File: src/rtl/cfg2w_pkg.sv
package cfg2w_pkg;

    typedef enum logic [3:0] {
        PH_IDLE,
        PH_DEV,
        PH_DEV_ACK,
        PH_REG,
        PH_REG_ACK,
        PH_WR,
        PH_WR_ACK,
        PH_RD,
        PH_RD_MACK
    } phase_e;

    localparam logic [7:0] WIN0_LO = 8'h08;
    localparam logic [7:0] WIN0_HI = 8'h1B;
    localparam logic [7:0] WIN1_LO = 8'h40;
    localparam logic [7:0] WIN1_HI = 8'h57;

    // True when a real register lives at this address.
    function automatic logic reg_present(input logic [7:0] a);
        return ((a >= WIN0_LO) && (a <= WIN0_HI)) ||
               ((a >= WIN1_LO) && (a <= WIN1_HI));
    endfunction

endpackage

File: src/rtl/cfg2w_filter.sv
// Synchronizer followed by a persistence filter: the output follows the
// synchronized input only after it has differed for FILT_LEN samples.
module cfg2w_filter #(
    parameter int SYNC_STAGES = 2,
    parameter int FILT_LEN    = 4
) (
    input  logic clk,
    input  logic rst_n,
    input  logic raw_i,
    output logic clean_o
);
    localparam int CW = $clog2(FILT_LEN + 1);

    typedef struct packed {
        logic [SYNC_STAGES-1:0] sync;
        logic [CW-1:0]          cnt;
        logic                   out;
    } flt_t;

    flt_t q, d;

    always_comb begin
        d      = q;
        d.sync = {q.sync[SYNC_STAGES-2:0], raw_i};
        if (q.sync[SYNC_STAGES-1] != q.out) begin
            if (q.cnt == CW'(FILT_LEN - 1)) begin
                d.out = q.sync[SYNC_STAGES-1];
                d.cnt = '0;
            end else begin
                d.cnt = q.cnt + CW'(1);
            end
        end else begin
            d.cnt = '0;
        end
    end

    always_ff @(posedge clk or negedge rst_n) begin
        if (!rst_n) begin
            q.sync <= '1;
            q.cnt  <= '0;
            q.out  <= 1'b1;
        end else begin
            q <= d;
        end
    end

    assign clean_o = q.out;

endmodule

File: src/rtl/cfg2w_cond.sv
// Bus event detector on the filtered lines.
module cfg2w_cond (
    input  logic clk,
    input  logic rst_n,
    input  logic scl_i,
    input  logic sda_i,
    output logic scl_rise_o,
    output logic scl_fall_o,
    output logic scl_hi_o,
    output logic start_o,
    output logic stop_o
);
    typedef struct packed {
        logic scl;
        logic sda;
    } prev_t;

    prev_t q, d;

    always_comb begin
        d.scl = scl_i;
        d.sda = sda_i;
    end

    always_ff @(posedge clk or negedge rst_n) begin
        if (!rst_n) begin
            q <= '1;
        end else begin
            q <= d;
        end
    end

    assign scl_rise_o = scl_i & ~q.scl;
    assign scl_fall_o = ~scl_i & q.scl;
    assign scl_hi_o   = scl_i & q.scl;
    assign start_o    = scl_i & q.scl & q.sda & ~sda_i;
    assign stop_o     = scl_i & q.scl & ~q.sda & sda_i;

endmodule

File: src/rtl/cfg2w_engine.sv
// Protocol engine: address match, pointer, write strobes, read shifter.
module cfg2w_engine
    import cfg2w_pkg::*;
#(
    parameter logic [6:0] DEV_ADDR = 7'h69
) (
    input  logic       clk,
    input  logic       rst_n,
    input  logic       scl_rise_i,
    input  logic       scl_fall_i,
    input  logic       scl_hi_i,
    input  logic       sda_i,
    input  logic       start_i,
    input  logic       stop_i,
    output logic       sda_oe_o,
    output logic       rf_we_o,
    output logic [7:0] rf_waddr_o,
    output logic [7:0] rf_wdata_o,
    output logic [7:0] rf_raddr_o,
    input  logic [7:0] rf_rdata_i
);
    typedef struct packed {
        phase_e     phase;
        logic [3:0] bitcnt;
        logic [7:0] sh;
        logic [7:0] ptr;
        logic       rw;
        logic       mack;
        logic       oe;
        logic       we;
        logic [7:0] waddr;
        logic [7:0] wdata;
    } eng_t;

    eng_t q, d;
    logic [7:0] rd_byte;

    assign rd_byte = reg_present(q.ptr) ? rf_rdata_i : 8'h00;

    always_comb begin
        d    = q;
        d.we = 1'b0;
        if (start_i) begin
            d.phase  = PH_DEV;
            d.bitcnt = '0;
            d.oe     = 1'b0;
        end else if (stop_i) begin
            d.phase = PH_IDLE;
            d.oe    = 1'b0;
        end else begin
            unique case (q.phase)
                PH_DEV, PH_REG, PH_WR: begin
                    if (scl_rise_i) begin
                        d.sh     = {q.sh[6:0], sda_i};
                        d.bitcnt = q.bitcnt + 4'd1;
                    end
                    if (scl_fall_i && q.bitcnt == 4'd8) begin
                        if (q.phase == PH_DEV) begin
                            if (q.sh[7:1] == DEV_ADDR) begin
                                d.rw    = q.sh[0];
                                d.oe    = 1'b1;
                                d.phase = PH_DEV_ACK;
                            end else begin
                                d.phase = PH_IDLE;
                            end
                        end else if (q.phase == PH_REG) begin
                            d.ptr   = q.sh;
                            d.oe    = 1'b1;
                            d.phase = PH_REG_ACK;
                        end else begin
                            d.we    = reg_present(q.ptr);
                            d.waddr = q.ptr;
                            d.wdata = q.sh;
                            d.ptr   = q.ptr + 8'd1;
                            d.oe    = 1'b1;
                            d.phase = PH_WR_ACK;
                        end
                    end
                end
                PH_DEV_ACK: begin
                    if (scl_fall_i) begin
                        d.bitcnt = '0;
                        if (q.rw) begin
                            d.sh    = rd_byte;
                            d.oe    = ~rd_byte[7];
                            d.ptr   = q.ptr + 8'd1;
                            d.phase = PH_RD;
                        end else begin
                            d.oe    = 1'b0;
                            d.phase = PH_REG;
                        end
                    end
                end
                PH_REG_ACK, PH_WR_ACK: begin
                    if (scl_fall_i) begin
                        d.oe     = 1'b0;
                        d.bitcnt = '0;
                        d.phase  = PH_WR;
                    end
                end
                PH_RD: begin
                    if (scl_rise_i) begin
                        d.bitcnt = q.bitcnt + 4'd1;
                    end
                    if (scl_fall_i) begin
                        if (q.bitcnt == 4'd8) begin
                            d.oe    = 1'b0;
                            d.phase = PH_RD_MACK;
                        end else begin
                            d.sh = {q.sh[6:0], 1'b0};
                            d.oe = ~q.sh[6];
                        end
                    end
                end
                PH_RD_MACK: begin
                    if (scl_rise_i) begin
                        d.mack = ~sda_i;
                    end
                    if (scl_fall_i) begin
                        if (q.mack) begin
                            d.bitcnt = '0;
                            d.sh     = rd_byte;
                            d.oe     = ~rd_byte[7];
                            d.ptr    = q.ptr + 8'd1;
                            d.phase  = PH_RD;
                        end else begin
                            d.phase = PH_IDLE;
                        end
                    end
                end
                default: ;
            endcase
        end
    end

    always_ff @(posedge clk or negedge rst_n) begin
        if (!rst_n) begin
            q       <= '0;
            q.phase <= PH_IDLE;
        end else begin
            q <= d;
        end
    end

    assign sda_oe_o   = q.oe;
    assign rf_we_o    = q.we;
    assign rf_waddr_o = q.waddr;
    assign rf_wdata_o = q.wdata;
    assign rf_raddr_o = q.ptr;

    // a start releases the line and begins address matching
    assert_start_release_R1: assert property (@(posedge clk) disable iff (!rst_n)
        start_i |=> (!sda_oe_o && q.phase == PH_DEV));

    // a stop releases the line and idles the engine
    assert_stop_release_R1: assert property (@(posedge clk) disable iff (!rst_n)
        stop_i |=> (!sda_oe_o && q.phase == PH_IDLE));

    // drive is steady while the clock stays high
    assert_drive_steady_R2: assert property (@(posedge clk) disable iff (!rst_n)
        (scl_hi_i && !start_i && !stop_i) |=> $stable(sda_oe_o));

    // each committed byte is a single-cycle strobe
    assert_we_single_R4: assert property (@(posedge clk) disable iff (!rst_n)
        rf_we_o |=> !rf_we_o);

    // strobes only reach implemented registers
    assert_we_in_window_R6: assert property (@(posedge clk) disable iff (!rst_n)
        rf_we_o |-> reg_present(rf_waddr_o));

endmodule

File: src/rtl/cfg_2w_slave.sv
module cfg_2w_slave #(
    parameter logic [6:0] DEV_ADDR    = 7'h69,
    parameter int         SYNC_STAGES = 2,
    parameter int         FILT_LEN    = 4
) (
    input  logic       clk,
    input  logic       rst_n,
    input  logic       scl_i,
    input  logic       sda_i,
    output logic       sda_o,
    output logic       sda_oe_o,
    output logic       rf_we_o,
    output logic [7:0] rf_waddr_o,
    output logic [7:0] rf_wdata_o,
    output logic [7:0] rf_raddr_o,
    input  logic [7:0] rf_rdata_i
);
    localparam int NLINES = 2;

    logic [NLINES-1:0] raw_lines;
    logic [NLINES-1:0] clean_lines;
    logic scl_rise, scl_fall, scl_hi, start_ev, stop_ev;

    assign raw_lines = {scl_i, sda_i};

    for (genvar g = 0; g < NLINES; g++) begin : g_line
        cfg2w_filter #(
            .SYNC_STAGES(SYNC_STAGES),
            .FILT_LEN   (FILT_LEN)
        ) u_flt (
            .clk    (clk),
            .rst_n  (rst_n),
            .raw_i  (raw_lines[g]),
            .clean_o(clean_lines[g])
        );
    end

    cfg2w_cond u_cond (
        .clk       (clk),
        .rst_n     (rst_n),
        .scl_i     (clean_lines[1]),
        .sda_i     (clean_lines[0]),
        .scl_rise_o(scl_rise),
        .scl_fall_o(scl_fall),
        .scl_hi_o  (scl_hi),
        .start_o   (start_ev),
        .stop_o    (stop_ev)
    );

    cfg2w_engine #(
        .DEV_ADDR(DEV_ADDR)
    ) u_eng (
        .clk       (clk),
        .rst_n     (rst_n),
        .scl_rise_i(scl_rise),
        .scl_fall_i(scl_fall),
        .scl_hi_i  (scl_hi),
        .sda_i     (clean_lines[0]),
        .start_i   (start_ev),
        .stop_i    (stop_ev),
        .sda_oe_o  (sda_oe_o),
        .rf_we_o   (rf_we_o),
        .rf_waddr_o(rf_waddr_o),
        .rf_wdata_o(rf_wdata_o),
        .rf_raddr_o(rf_raddr_o),
        .rf_rdata_i(rf_rdata_i)
    );

    assign sda_o = 1'b0;

endmodule

File: config.mk
export PLATFORM = sky130hd
export DESIGN_NAME = cfg_2w_slave
export DESIGN_NICKNAME = d
export VERILOG_FILES = /design/src/rtl/cfg2w_pkg.sv /design/src/rtl/cfg2w_filter.sv /design/src/rtl/cfg2w_cond.sv /design/src/rtl/cfg2w_engine.sv /design/src/rtl/cfg_2w_slave.sv
export SDC_FILE = /design/constraint.sdc
export NUM_CORES = 1
export LEC_CHECK = 0
export ABC_AREA = 1
export BUFFER_PORTS_ARGS = -buffer_cell sky130_fd_sc_hd__buf_2
export CORE_ASPECT_RATIO = 1.2
export CORE_UTILIZATION = 59
export DETAILED_ROUTE_END_ITERATION = 12
export PLACE_DENSITY_LB_ADDON = 0.12
export SETUP_SLACK_MARGIN = 0.15
export SLEW_MARGIN = 20
export SYNTH_ARGS = -nofsm -noshare
export SYNTH_HDL_FRONTEND = slang
export SYNTH_HIERARCHICAL = 1
export SYNTH_SLANG_ARGS = --single-unit
File: constraint.sdc
create_clock -name clk -period 2.2 [get_ports clk]
set_clock_uncertainty 0.15 [all_clocks]
set_input_delay 0.44 -clock clk [delete_from_list [all_inputs] [get_ports clk]]
set_output_delay 0.44 -clock clk [all_outputs]
set_load 0.02 [all_outputs]
Yosys cells after proc, flatten, opt, wreduce, memory -nomap -nowiden --
Cells that the tools add are included. W data, S select, Z words.
Storage, ports and cells: input bits 12, word-level logic and storage cells 155, flip-flop bits (word level) 58, output and inout port bits 27
Operators by class: add/sub/neg operators 4, equal/unequal tests 38, muxes and demuxes 54, bitwise operators 17, reduce and logical (&&, ||, !) cells 20, order comparisons 4
Operators with widths (count):
- $mux W17 | 5
- $mux W8 | 7
- $mux W24 | 2
- $pmux W8 S5 | 1
- $pmux W8 S4 | 1
- $ne A4 B3 Y1 const B | 7
- $mux W4 | 6
- $pmux W8 S3 | 1
- $mux W22 | 1
- $mux W20 | 1
- $mux W18 | 1
- $mux W3 | 6
- $eq A4 B3 Y1 const B | 4
- $mux W1 | 16
- $mux W16 | 1
- $reduce_and A8 Y1 | 2
- $mux W12 | 1
- $ne A2 B1 Y1 const B | 6
- $ne A3 B2 Y1 const B | 4
- $reduce_and A6 Y1 | 2
- $not A1 Y1 | 10
- $reduce_and A10 Y1 | 1
- $mux W9 | 1
- $reduce_and A9 Y1 | 1
- 30 further kinds | 49

Depth between registers and ports, before layout --
word-level depth 10, mapped depth 13, gate-level depth less buffers 13

Cells and area by module --
Netlist, hierarchy kept.
By module, submodules not included:
- cfg2w_engine | area an instance 3095.5 um2, cells an instance 449, times used 1
- cfg2w_filter | area an instance 242.7 um2, cells an instance 25, times used 2
- cfg2w_cond | area an instance 97.6 um2, cells an instance 14, times used 1
- cfg_2w_slave | area an instance 11.3 um2, cells an instance 2, times used 1

Worst setup path after synthesis --
Ideal clock, no wire load.
path type reg2reg, start register g_line[0].u_flt.q, in the netlist g_line[0].u_flt/clean_o, end register u_eng.q, in the netlist u_eng/rf_waddr_o[2], slack 249 ps, library setup time 125 ps, data arrival time 1676 ps, data required time 1925 ps, stages on the path, launching flop included 10, path through dfstp_2 > inv_1 > nand2_1 > nor2_1 > nor2_2 > inv_2 > nor2_1 > nand2_1 > buf_4 > mux2_4
Between the ends: cells in the longest elaborated chain, start to end 4
Ends and longest elaborated chain:
- start: declaration | line cfg2w_filter.sv:20 | flt_t q, d;
- $not A1 Y1 | line cfg2w_cond.sv:36 | assign start_o = scl_i & q.scl & q.sda & ~sda_i;
- $and A1 B1 Y1 | line cfg2w_cond.sv:36
- named net start_ev | line cfg_2w_slave.sv:22 | logic scl_rise, scl_fall, scl_hi, start_ev, stop_ev;
- $not A1 Y1 (no line)
- $reduce_and A6 Y1 (no line)
- end: declaration | line cfg2w_engine.sv:35 | eng_t q, d;
The timed path passes the listed nets, and every way through them passes these cells. A chain may end at the register's enable or synchronous reset.

Worst setup path after layout --
start register u_cond/q[1] in the netlist's numbering, end register u_eng/q[19] in the netlist's numbering
RTL lines:
- start: declaration | line cfg2w_cond.sv:18 | prev_t q, d;
- start signal: assignment | line cfg2w_cond.sv:27 | q <= '1;
- start signal: assignment | line cfg2w_cond.sv:29 | q <= d;
- $and A1 B1 Y1 | line cfg2w_cond.sv:34 | assign scl_fall_o = ~scl_i & q.scl;
- named net scl_fall | line cfg_2w_slave.sv:22
- $logic_and A1 B1 Y1 | line cfg2w_engine.sv:57 | if (scl_fall_i && q.bitcnt == 4'd8) begin
- $reduce_and A6 Y1 (no line)
The timed path passes the listed nets, and every way through them passes these cells.

==> metrics.txt <==
status finished clean; row cnt 31; Hold Path Class input pin to register; P_sw roughly 2600 uW; initial antenna violation count 0; Antenna diodes 0; Ports 39; Vias 3,240; Max Freq 0.514 GHz; CTS tree yes; # fillers 518; clock root buffer master clkbuf_8; Layout Area Growth over Synthesis 12.7%; power density cells 1340 nW/um2; routability congestion estimate from global placement 0.909; Final Hold Vio Count 0; first-pass GRT wire length 13,200 um; drt wl/cell 13.0 um; Avg Inst Size Synth just over 7 um2; Final Cycle Share 88.5%; drt drc 0; kind of critical path register to register; Sw Share 46.9%; Worst setup EP type register; vias per cell 5.10; Max Cap Viol 0; worst slack at placement approximately 0.095 ns; Worst EP required 2.29 ns; Slowest-stage cell, CP dfstp_2; Synth Cell Area 3690 um2; number of buffers on the longest clock path 2; Crit path buffers/inverters 3; CP delay by family, top simple AND/OR/NAND/NOR gates; Gate power share 52.2%; GRT overflow 0; TritonCTS Sinks between 50 and 60; CP Cell Sequence inv_1, nor2_2, nand4_1, buf_4, nor3_1, nand3_1, nand2_1, inv_1; min setup slack post-route roughly 0.25 ns; RSZ-0062 raised after global routing no; worst-path fanout max 5; Crit path top cell by count inv_1; Setup violations, final 0; port bufs 37; vias in the first global route roughly 2,900; P_leak 0.00226 uW; Starting Density 60.9%; DR pass1 iterations 4; clk_lat worst skew 0.35 ns; sequential power share 29.5%; Max Slew Vio Count 0; Peak supply drop 791 uV; die height between 80 and 90 um; crit path time final 1.95 ns; Post-DP HPWL roughly 6000 um; Internal 2950 uW; share of layout cells above drive strength 1 a little under a quarter; clock-pin slew on the worst setup and hold paths 0.07 ns; CORE AREA between 6000 and 7000 um2; Largest stage delay, worst path 0.55 ns; Nets 566; Tot GR Track Use 27.2%; pin count of the biggest net entering global routing 59; clock share of power between 10% and 20%; H-tree levels 3; Post-Route Setup TNS 0 ns; crit start category register; DIE AREA approximately 6600 um2; Routed WL 8240 um; cells after synthesis 514; Post-Syn Nets 532; die width 74.2 um; Iteration-0 DRC Markers 130; yosys warns 6; final antenna-violating net count 0; Worst EP arrival ~2.0 ns; Num CTS Buffers 9
## path summary, 6_finish.rpt
kind,startpoint,endpoint,slack (ns),cells after the start
worst max-delay path,u_cond/q[1]$_DFF_PN1_,u_eng/q[19]$_DFFE_PN0P_,0.25,8
worst min-delay path,scl_i,g_line[1].u_flt/d[5]$_DFF_PN1_,0.04,1
worst max register to register,u_cond/q[1]$_DFF_PN1_,u_eng/q[19]$_DFFE_PN0P_,0.25,8
worst min register to register,g_line[1].u_flt/d[5]$_DFF_PN1_,g_line[1].u_flt/q[5]$_DFF_PN1_,0.21,0
max in group asynchronous,rst_n,g_line[0].u_flt/d[5]$_DFF_PN1_,1.13,3
min in group asynchronous,rst_n,u_eng/rf_wdata_o[3]$_DFFE_PN0P_,0.48,3
## layout by cell type, fill, tap and decap left out, types with 5 or more instances in the layout
master / instances
a21oi_1: 5
nor2_1: 50
inv_1: 51
ha_1: 6
inv_2: 5
clkbuf_8: 11
dfstp_2: 8
nor3_1: 6
nor2_2: 7
nand2_2: 16
o21ai_0: 20
dfrtp_1: 50
nor2_4: 10
nand2_1: 165
buf_2: 37
buf_4: 16
nand4_1: 7
nand3_1: 43
## metrics by stage
stage	hold WS (ns)	cell area [um2]	cells	total power (uW)	utilization [%]
5_1_grt	0.0190	4160	635	6000	68.7
3_3_place_gp	0.197	3820	609	4240	63.1
2_1_floorplan	-0.00559	3690	514	3760	-
3_5_place_dp	0.198	3820	609	4280	63.1
4_1_cts	0.0223	4040	626	5320	66.8
6_report	0.0355	4160	635	5560	68.7
## power by group through the flow
| stage | clock network (uW) | registers (uW) | logic (uW) |
|---|---|---|---|
| after floorplan | 0 | 1570 | 2200 |
| after global placement | 0 | 1660 | 2580 |
| after detailed placement | 0 | 1670 | 2620 |
| after CTS | 1040 | 1650 | 2640 |
| after global routing | 1080 | 1680 | 3240 |
| final | 1010 | 1640 | 2900 |
## routing by layer
layer | track usage, % | share of wire (%) | routed length, um
met3 | 6.15 | 3.4 | 281
met1 | 30.9 | 43 | 3510
met2 | 46.0 | 50 | 4150
met4 | 17.0 | 3.6 | 300
met5 | 0 | 0 | 0
## sequential cells by signal (all words and copies together), names as in the netlist
name and count:
u_eng/rf_we_o 1, g_line.u_flt/clean_o 2, g_line.u_flt/q 8, u_eng/rf_wdata_o 8, u_eng/sda_oe_o 1, u_eng/rf_waddr_o 8, u_eng/rf_raddr_o 8, u_cond/q 2
g_line.u_flt/d 2, u_eng/q 18
## what timing repair did
item | CTS | global route
setup buffers | 0 | 9
setup endpoints to repair | 8 | 33
pin swaps | 0 | 6
hold buffers | 1 | 0
endpoints found under the hold margin | 50 | 0
gates resized for setup | 2 | 14
## worst reg2reg max path, delay by kind of cell, from the launching register on
kind,cells,cell delay (ns)
DFF,1,0.55
and+or+nand+nor,5,0.83
buffers and inverters,3,0.31
## final cells by class
cell class	instances	area, um2	share of cell area, %
Multi-Input combinational cell	361	1790	43.1
Inverter	61	238	5.72
Timing Repair Buffer	57	358	8.61
Clock buffer	12	155	3.73
Tap cell	82	103	2.47
Sequential cell	58	1460	35.2
Clock inverter	4	50.0	1.20
Note: power is estimated with default switching activity, not from simulation.
